### config.mk
export PLATFORM = sky130hd
export DESIGN_NAME = gpio_irq_ctrl
export DESIGN_NICKNAME = d
export VERILOG_FILES = /design/src/rtl/gpio_irq_pkg.sv /design/src/rtl/gpio_irq_sync.sv /design/src/rtl/gpio_irq_regs.sv /design/src/rtl/gpio_irq_detect.sv /design/src/rtl/gpio_irq_ctrl.sv
export SDC_FILE = /design/constraint.sdc
export NUM_CORES = 1
export LEC_CHECK = 0
export BUFFER_PORTS_ARGS = -buffer_cell sky130_fd_sc_hd__buf_2
export CAP_MARGIN = 0
export CORE_ASPECT_RATIO = 0.8
export CORE_UTILIZATION = 57
export CTS_CLUSTER_DIAMETER = 120
export CTS_CLUSTER_SIZE = 12
export DETAILED_ROUTE_END_ITERATION = 10
export PLACE_DENSITY = 0.88
export SLEW_MARGIN = 25
export SYNTH_ARGS = -nofsm -noshare
export SYNTH_HDL_FRONTEND = slang
export SYNTH_SLANG_ARGS = --single-unit
### constraint.sdc
create_clock -name clk -period 6.1 [get_ports clk]
set_clock_uncertainty 0.2 [all_clocks]
set_input_delay 1.22 -clock clk [delete_from_list [all_inputs] [get_ports clk]]
set_output_delay 1.22 -clock clk [all_outputs]
set_load 0.005 [all_outputs]
### src/rtl/gpio_irq_pkg.sv
package gpio_irq_pkg;
  typedef enum logic [1:0] {
    TRIG_OFF  = 2'd0,
    TRIG_LOW  = 2'd1,
    TRIG_HIGH = 2'd2,
    TRIG_EDGE = 2'd3
  } trig_e;

  // register slot = byte address bits [4:3]
  localparam logic [1:0] SLOT_IN  = 2'd0;
  localparam logic [1:0] SLOT_OUT = 2'd1;
  localparam logic [1:0] SLOT_DIR = 2'd2;
  localparam logic [1:0] SLOT_CFG = 2'd3;

  localparam int CFG_BITS = 8;
  localparam int SEL_W    = 6;
endpackage

### src/rtl/gpio_irq_sync.sv
module gpio_irq_sync #(
  parameter int WIDTH  = 22,
  parameter int STAGES = 2
) (
  input  logic             clk,
  input  logic             rst,
  input  logic [WIDTH-1:0] d,
  output logic [WIDTH-1:0] q
);
  logic [WIDTH-1:0] stage [STAGES];

  always_ff @(posedge clk) begin
    if (rst) stage[0] <= '0;
    else     stage[0] <= d;
  end

  for (genvar s = 1; s < STAGES; s++) begin : g_stage
    always_ff @(posedge clk) begin
      if (rst) stage[s] <= '0;
      else     stage[s] <= stage[s-1];
    end
  end

  assign q = stage[STAGES-1];
endmodule

### src/rtl/gpio_irq_regs.sv
module gpio_irq_regs
  import gpio_irq_pkg::*;
#(
  parameter int NUM_PINS = 22,
  parameter int DATA_W   = 32,
  parameter int ADDR_W   = 5
) (
  input  logic                clk,
  input  logic                rst,
  input  logic [ADDR_W-1:0]   addr,
  input  logic                wr,
  input  logic                rd,
  input  logic [DATA_W-1:0]   wdata,
  output logic [DATA_W-1:0]   rdata,
  input  logic [NUM_PINS-1:0] in_lvl,
  output logic [NUM_PINS-1:0] out_o,
  output logic [NUM_PINS-1:0] dir_o,
  output logic [CFG_BITS-1:0] cfg_o,
  output logic                cfg_wr_o
);
  localparam int PAD = DATA_W - NUM_PINS;
  localparam logic [DATA_W-1:0] PIN_MASK = {{PAD{1'b0}}, {NUM_PINS{1'b1}}};
  localparam logic [DATA_W-1:0] CFG_MASK = DATA_W'((1 << CFG_BITS) - 1);

  logic [DATA_W-1:0] out_q, dir_q, cfg_q;
  logic              aligned;
  logic [1:0]        slot;

  assign aligned = (addr[2:0] == 3'd0);
  assign slot    = addr[4:3];

  always_ff @(posedge clk) begin
    if (rst) begin
      out_q <= '0;
      dir_q <= '0;
      cfg_q <= '0;
    end else if (wr && aligned) begin
      case (slot)
        SLOT_OUT: out_q <= wdata & PIN_MASK;
        SLOT_DIR: dir_q <= wdata & PIN_MASK;
        SLOT_CFG: cfg_q <= wdata & CFG_MASK;
        default:  ;
      endcase
    end
  end

  always_comb begin
    rdata = '0;
    if (rd && aligned) begin
      case (slot)
        SLOT_IN:  rdata = {{PAD{1'b0}}, in_lvl};
        SLOT_OUT: rdata = out_q;
        SLOT_DIR: rdata = dir_q;
        default:  rdata = cfg_q;
      endcase
    end
  end

  assign out_o    = out_q[NUM_PINS-1:0];
  assign dir_o    = dir_q[NUM_PINS-1:0];
  assign cfg_o    = cfg_q[CFG_BITS-1:0];
  assign cfg_wr_o = wr && aligned && (slot == SLOT_CFG);

  p_dir_update_r3: assert property (@(posedge clk) disable iff (rst)
    (wr && addr == 5'h10) |=> (dir_o == $past(wdata[NUM_PINS-1:0])));
  p_out_update_r2: assert property (@(posedge clk) disable iff (rst)
    (wr && addr == 5'h08) |=> (out_o == $past(wdata[NUM_PINS-1:0])));
endmodule

### src/rtl/gpio_irq_detect.sv
module gpio_irq_detect
  import gpio_irq_pkg::*;
#(
  parameter int NUM_PINS = 22
) (
  input  logic                clk,
  input  logic                rst,
  input  logic [NUM_PINS-1:0] lvl,
  input  logic [NUM_PINS-1:0] dir,
  input  logic [SEL_W-1:0]    sel,
  input  trig_e               mode,
  input  logic                cfg_wr,
  output logic                irq
);
  logic [NUM_PINS-1:0] sel_hot, prev_q;
  logic                armed, lvl_sel, chg_sel, pend_q;

  // out-of-range index yields an all-zero one-hot vector
  always_comb begin
    for (int i = 0; i < NUM_PINS; i++) sel_hot[i] = (sel == SEL_W'(i));
  end

  assign armed   = |(sel_hot & ~dir);
  assign lvl_sel = |(sel_hot & lvl);
  assign chg_sel = |(sel_hot & (lvl ^ prev_q));

  always_ff @(posedge clk) begin
    if (rst) begin
      prev_q <= '0;
      pend_q <= 1'b0;
    end else begin
      prev_q <= lvl;
      if (cfg_wr)                                      pend_q <= 1'b0;
      else if (mode == TRIG_EDGE && armed && chg_sel) pend_q <= 1'b1;
    end
  end

  always_comb begin
    unique case (mode)
      TRIG_LOW:  irq = armed & ~lvl_sel;
      TRIG_HIGH: irq = armed &  lvl_sel;
      TRIG_EDGE: irq = armed &  pend_q;
      default:   irq = 1'b0;
    endcase
  end

  p_pend_clear_r9: assert property (@(posedge clk) disable iff (rst)
    cfg_wr |=> !pend_q);
  p_edge_latch_r9: assert property (@(posedge clk) disable iff (rst)
    (mode == TRIG_EDGE && armed && chg_sel && !cfg_wr) |=> pend_q);
  p_off_quiet_r12: assert property (@(posedge clk) disable iff (rst)
    (mode == TRIG_OFF) |-> !irq);
endmodule

### src/rtl/gpio_irq_ctrl.sv
module gpio_irq_ctrl
  import gpio_irq_pkg::*;
#(
  parameter int NUM_PINS    = 22,
  parameter int DATA_W      = 32,
  parameter int ADDR_W      = 5,
  parameter int SYNC_STAGES = 2
) (
  input  logic                clk,
  input  logic                rst,
  input  logic [ADDR_W-1:0]   bus_addr,
  input  logic                bus_wr,
  input  logic                bus_rd,
  input  logic [DATA_W-1:0]   bus_wdata,
  output logic [DATA_W-1:0]   bus_rdata,
  input  logic [NUM_PINS-1:0] pin_in,
  output logic [NUM_PINS-1:0] pin_out,
  output logic [NUM_PINS-1:0] pin_oe,
  output logic                irq
);
  logic [NUM_PINS-1:0] lvl_s;
  logic [CFG_BITS-1:0] cfg;
  logic                cfg_wr;
  logic [SEL_W-1:0]    sel;
  trig_e               mode;

  gpio_irq_sync #(.WIDTH(NUM_PINS), .STAGES(SYNC_STAGES)) u_sync (
    .clk(clk), .rst(rst), .d(pin_in), .q(lvl_s)
  );

  gpio_irq_regs #(.NUM_PINS(NUM_PINS), .DATA_W(DATA_W), .ADDR_W(ADDR_W)) u_regs (
    .clk(clk), .rst(rst), .addr(bus_addr), .wr(bus_wr), .rd(bus_rd),
    .wdata(bus_wdata), .rdata(bus_rdata), .in_lvl(lvl_s),
    .out_o(pin_out), .dir_o(pin_oe), .cfg_o(cfg), .cfg_wr_o(cfg_wr)
  );

  assign sel  = cfg[SEL_W-1:0];
  assign mode = trig_e'(cfg[CFG_BITS-1:SEL_W]);

  gpio_irq_detect #(.NUM_PINS(NUM_PINS)) u_detect (
    .clk(clk), .rst(rst), .lvl(lvl_s), .dir(pin_oe), .sel(sel),
    .mode(mode), .cfg_wr(cfg_wr), .irq(irq)
  );

  p_outpin_quiet_r10: assert property (@(posedge clk) disable iff (rst)
    (|(pin_oe & (NUM_PINS'(1) << sel))) |-> !irq);
  p_badsel_quiet_r11: assert property (@(posedge clk) disable iff (rst)
    (int'(sel) >= NUM_PINS) |-> !irq);
  p_reset_state_r1: assert property (@(posedge clk)
    $past(rst) |-> (pin_oe == '0 && pin_out == '0 && !irq));
endmodule

==> impl_metrics.tcl <==
set metrics [dict create \
    die_height_um 88.6 \
    core.rowCount 31 \
    nets 755 \
    peakVddDrop_v 0.000322 \
    first_global_vias 4353 \
    cts.clk_slew.worst_paths_ps 50 \
    drive_above_1_share_pct 24.6 \
    rr_endpoint "u_detect.pend_q$_SDFFE_PP0P_" \
    routed_wl_mm 14.3 \
    hp-class "reg -> reg" \
    synth_top_family_by_area "simple AND/OR/NAND/NOR gates" \
    crit_path_end_kind "output pin" \
    r2r_setup_slack_ps 3570 \
    synth_mux_area_share_pct 10.8 \
    crit_chain "buf_2, nor3_1, nand2_1, nor2_1, buf_2" \
    powerDensity_nw_per_um2 285 \
    crit_path_start "bus_addr[1]" \
    yosysTopAreaCell "dfxtp_1" \
    cts_max_path_buffers 2 \
    critPathBufInv 2 \
    port_buffers 119 \
    slew_headroom_pct 39.7 \
    synth_cell_types 57 \
    final_antenna_net_count 0 \
    maxCapViolations 0 \
    clk_latency_ps 410 \
    yosysWarnings 0 \
    grt_overflow_total 0 \
    finalCriticalPeriod_ps 4410 \
    synthTopCellsByCount "dfxtp_1 (119), nand2_1 (100), nor2b_1 (68), a21oi_1 (63), nor2_1 (43)" \
    worstMarginPinSlew_ps 903 \
    p_leak_uw 0.00265 \
    crit_path_start_kind "input port" \
    antenna_found_initial 0 \
    ctsResizeCount 0 \
    cts_sinks 119 \
    yosysMostFrequentCell "dfxtp_1" \
    path_class "in -> out" \
    fin_crit_sh_pct 72.3 \
    root_buffer "clkbuf_16" \
    syn_area_per_cell_um2 8.96 \
    gp_congestion 0.895 \
    cp_max_fo 14 \
    hold_violations 0 \
    stdcell_count 819 \
    critical-path-top-delay-family "simple AND/OR/NAND/NOR gates" \
    worst-path-stages 5 \
    critPathSlowestCell "nor3_1" \
    fmax_ghz 0.227 \
    finalInstanceArea_um2 6350 \
    ys_seq_area_share_pct 44.5 \
    die_w_um 110 \
    synth-edff-count 0 \
    required_ps 4680 \
    drt_first_pass_iters 5 \
    grt_max_degree 120 \
    synth_ff_type "dfxtp_1" \
    dpl.hpwl_mm 9.54 \
    synth_xor_area_share_pct 3.60 \
    h-tree-depth 4 \
    vias 4767 \
    cts_hold_buf 0 \
    drcViolationCount 0 \
    drt_iter0_drc 505 \
    rr_startpoint "u_regs.cfg_q[1]$_SDFFE_PP0P_" \
    grt_first_pass_wirelength_mm 21.9 \
    synth.area.top_cells "dfxtp_1 (45%), nor2b_1 (8.0%), nand2_1 (7.0%)" \
    io_pins 140 \
    wl_per_cell_um 17.4 \
    yosys.area_share.simple_pct 24.0 \
    worst-r2r-cell-count 6 \
    post-cts-setup-buffers 0 \
    status "completed" \
    die_area_um2 9780 \
    initial_core_util_pct 58.9 \
    area_delta_synth_final_pct 18.8 \
    utilization_pct 70.0 \
    cpPeakStageDelay_ps 720 \
    power_uw 1810 \
    rsz0062_at_grt "no" \
    setup_viol 0 \
    async_flop_share_pct 0 \
    cts_buffers 17 \
    grt_use_total_pct 30.1 \
    dpl-instance-area_um2 5800 \
    netlist_instances 597 \
    synth_compound_area_share_pct 10.2 \
    cts_tree "built" \
    dp.cells 788 \
    core_um2 9080 \
    yosysTopAreaCellShare_pct 44.5 \
    crit_top_cell "buf_2" \
    crit_arrival_ps 2990 \
    via_per_inst 5.82 \
    synth_area_um2 5350 \
    setup-tns-final_ps 0 \
    synth_adder_area_share_pct 0 \
    drv_slew 0 \
    antenna-diode-count 0 \
    crit_end "bus_rdata[20]" \
    synth_seq_cells 119 \
]
-- stage by stage --
step / setup WS [ps] / hold slack, ps
2_1_floorplan: 2340 / 214
3_3_place_gp: 1700 / 226
3_5_place_dp: 1570 / 222
4_1_cts: 1560 / 239
5_1_grt: 1470 / 256
6_report: 1690 / 233
-- per-layer routing --
| metal | share of wire, % | vias to the layer above | track usage [%] |
|---|---|---|---|
| met5 | 0 | - | 0 |
| met4 | 3.6 | 0 | 15.2 |
| met3 | 8.7 | 46 | 6.70 |
| met2 | 47 | 297 | 49.2 |
| met1 | 41 | 2238 | 37.6 |
| li1 | - | 2186 | - |
-- cells by family (layout without fill, tap and decap cells) --
family                 after synthesis  count (layout)
other                                1              10
buffers and inverters               60             158
AND/OR/NAND/NOR                    256             256
AO/OA/AOI/OAI                       93              93
XOR/XNOR                            22              22
flip-flops                         119             119
multiplexers                        46              46
-- how the worst min path moves through the flow --
| stage | start | to | cells past startpoint |
|---|---|---|---|
| after detailed placement | u_sync.stage[0][11]$_SDFF_PP0_ | u_sync.stage[1][11]$_SDFF_PP0_ | 1 |
| after floorplan | u_sync.stage[0][0]$_SDFF_PP0_ | u_sync.stage[1][0]$_SDFF_PP0_ | 1 |
| after global placement | u_sync.stage[0][19]$_SDFF_PP0_ | u_sync.stage[1][19]$_SDFF_PP0_ | 1 |
| final | u_sync.stage[0][1]$_SDFF_PP0_ | u_sync.stage[1][1]$_SDFF_PP0_ | 1 |
| after CTS | u_sync.stage[0][1]$_SDFF_PP0_ | u_sync.stage[1][1]$_SDFF_PP0_ | 1 |
| after global routing | u_sync.stage[0][21]$_SDFF_PP0_ | u_sync.stage[1][21]$_SDFF_PP0_ | 1 |
-- cell type report --
| cell class | instances | area (um2) |
|---|---|---|
| clock buffer | 20 | 467 |
| clock inverter | 11 | 77.6 |
| fill | 696 | 2720 |
| inverter | 4 | 15.0 |
| multi-input combinational | 427 | 2640 |
| sequential | 119 | 2380 |
| tap | 115 | 144 |
| timing repair buffer | 123 | 632 |
-- power breakdown --
group / leakage (uW) / internal (uW) / total, uW / switching [uW]
sequential: 0.000970 / 798 / 815 / 16.8
clock: 0.000252 / 546 / 899 / 353
combinational: 0.00143 / 43.8 / 96.1 / 52.3
total: 0.00265 / 1390 / 1810 / 422
-- state kept, by name, indices dropped and copies added (netlist names) --
register	flops
u_regs.cfg_q	8
u_regs.dir_q	22
u_sync.stage	44
u_detect.pend_q	1
u_detect.prev_q	22
u_regs.out_q	22
-- cell usage in the layout (no fill, tap or decap), types with 4 or more instances in the layout --
| master | netlist | final |
|---|---|---|
| clkinvlp_4 | 0 | 6 |
| nor4_1 | 5 | 5 |
| and3_1 | 10 | 10 |
| o21ai_0 | 6 | 6 |
| nand2_1 | 100 | 100 |
| a21oi_1 | 63 | 63 |
| inv_1 | 4 | 4 |
| dfxtp_1 | 119 | 119 |
| nor2b_1 | 68 | 67 |
| mux2i_1 | 34 | 34 |
| conb_1 | 1 | 10 |
| buf_4 | 12 | 4 |
| xor2_1 | 12 | 12 |
| clkbuf_16 | 0 | 17 |
| nor3_1 | 6 | 6 |
| nor2_1 | 43 | 43 |
| mux4_2 | 9 | 9 |
| buf_2 | 8 | 118 |
| xnor2_1 | 10 | 10 |
| nand3b_1 | 4 | 4 |
No activity file was read; power rests on OpenSTA's default activity.
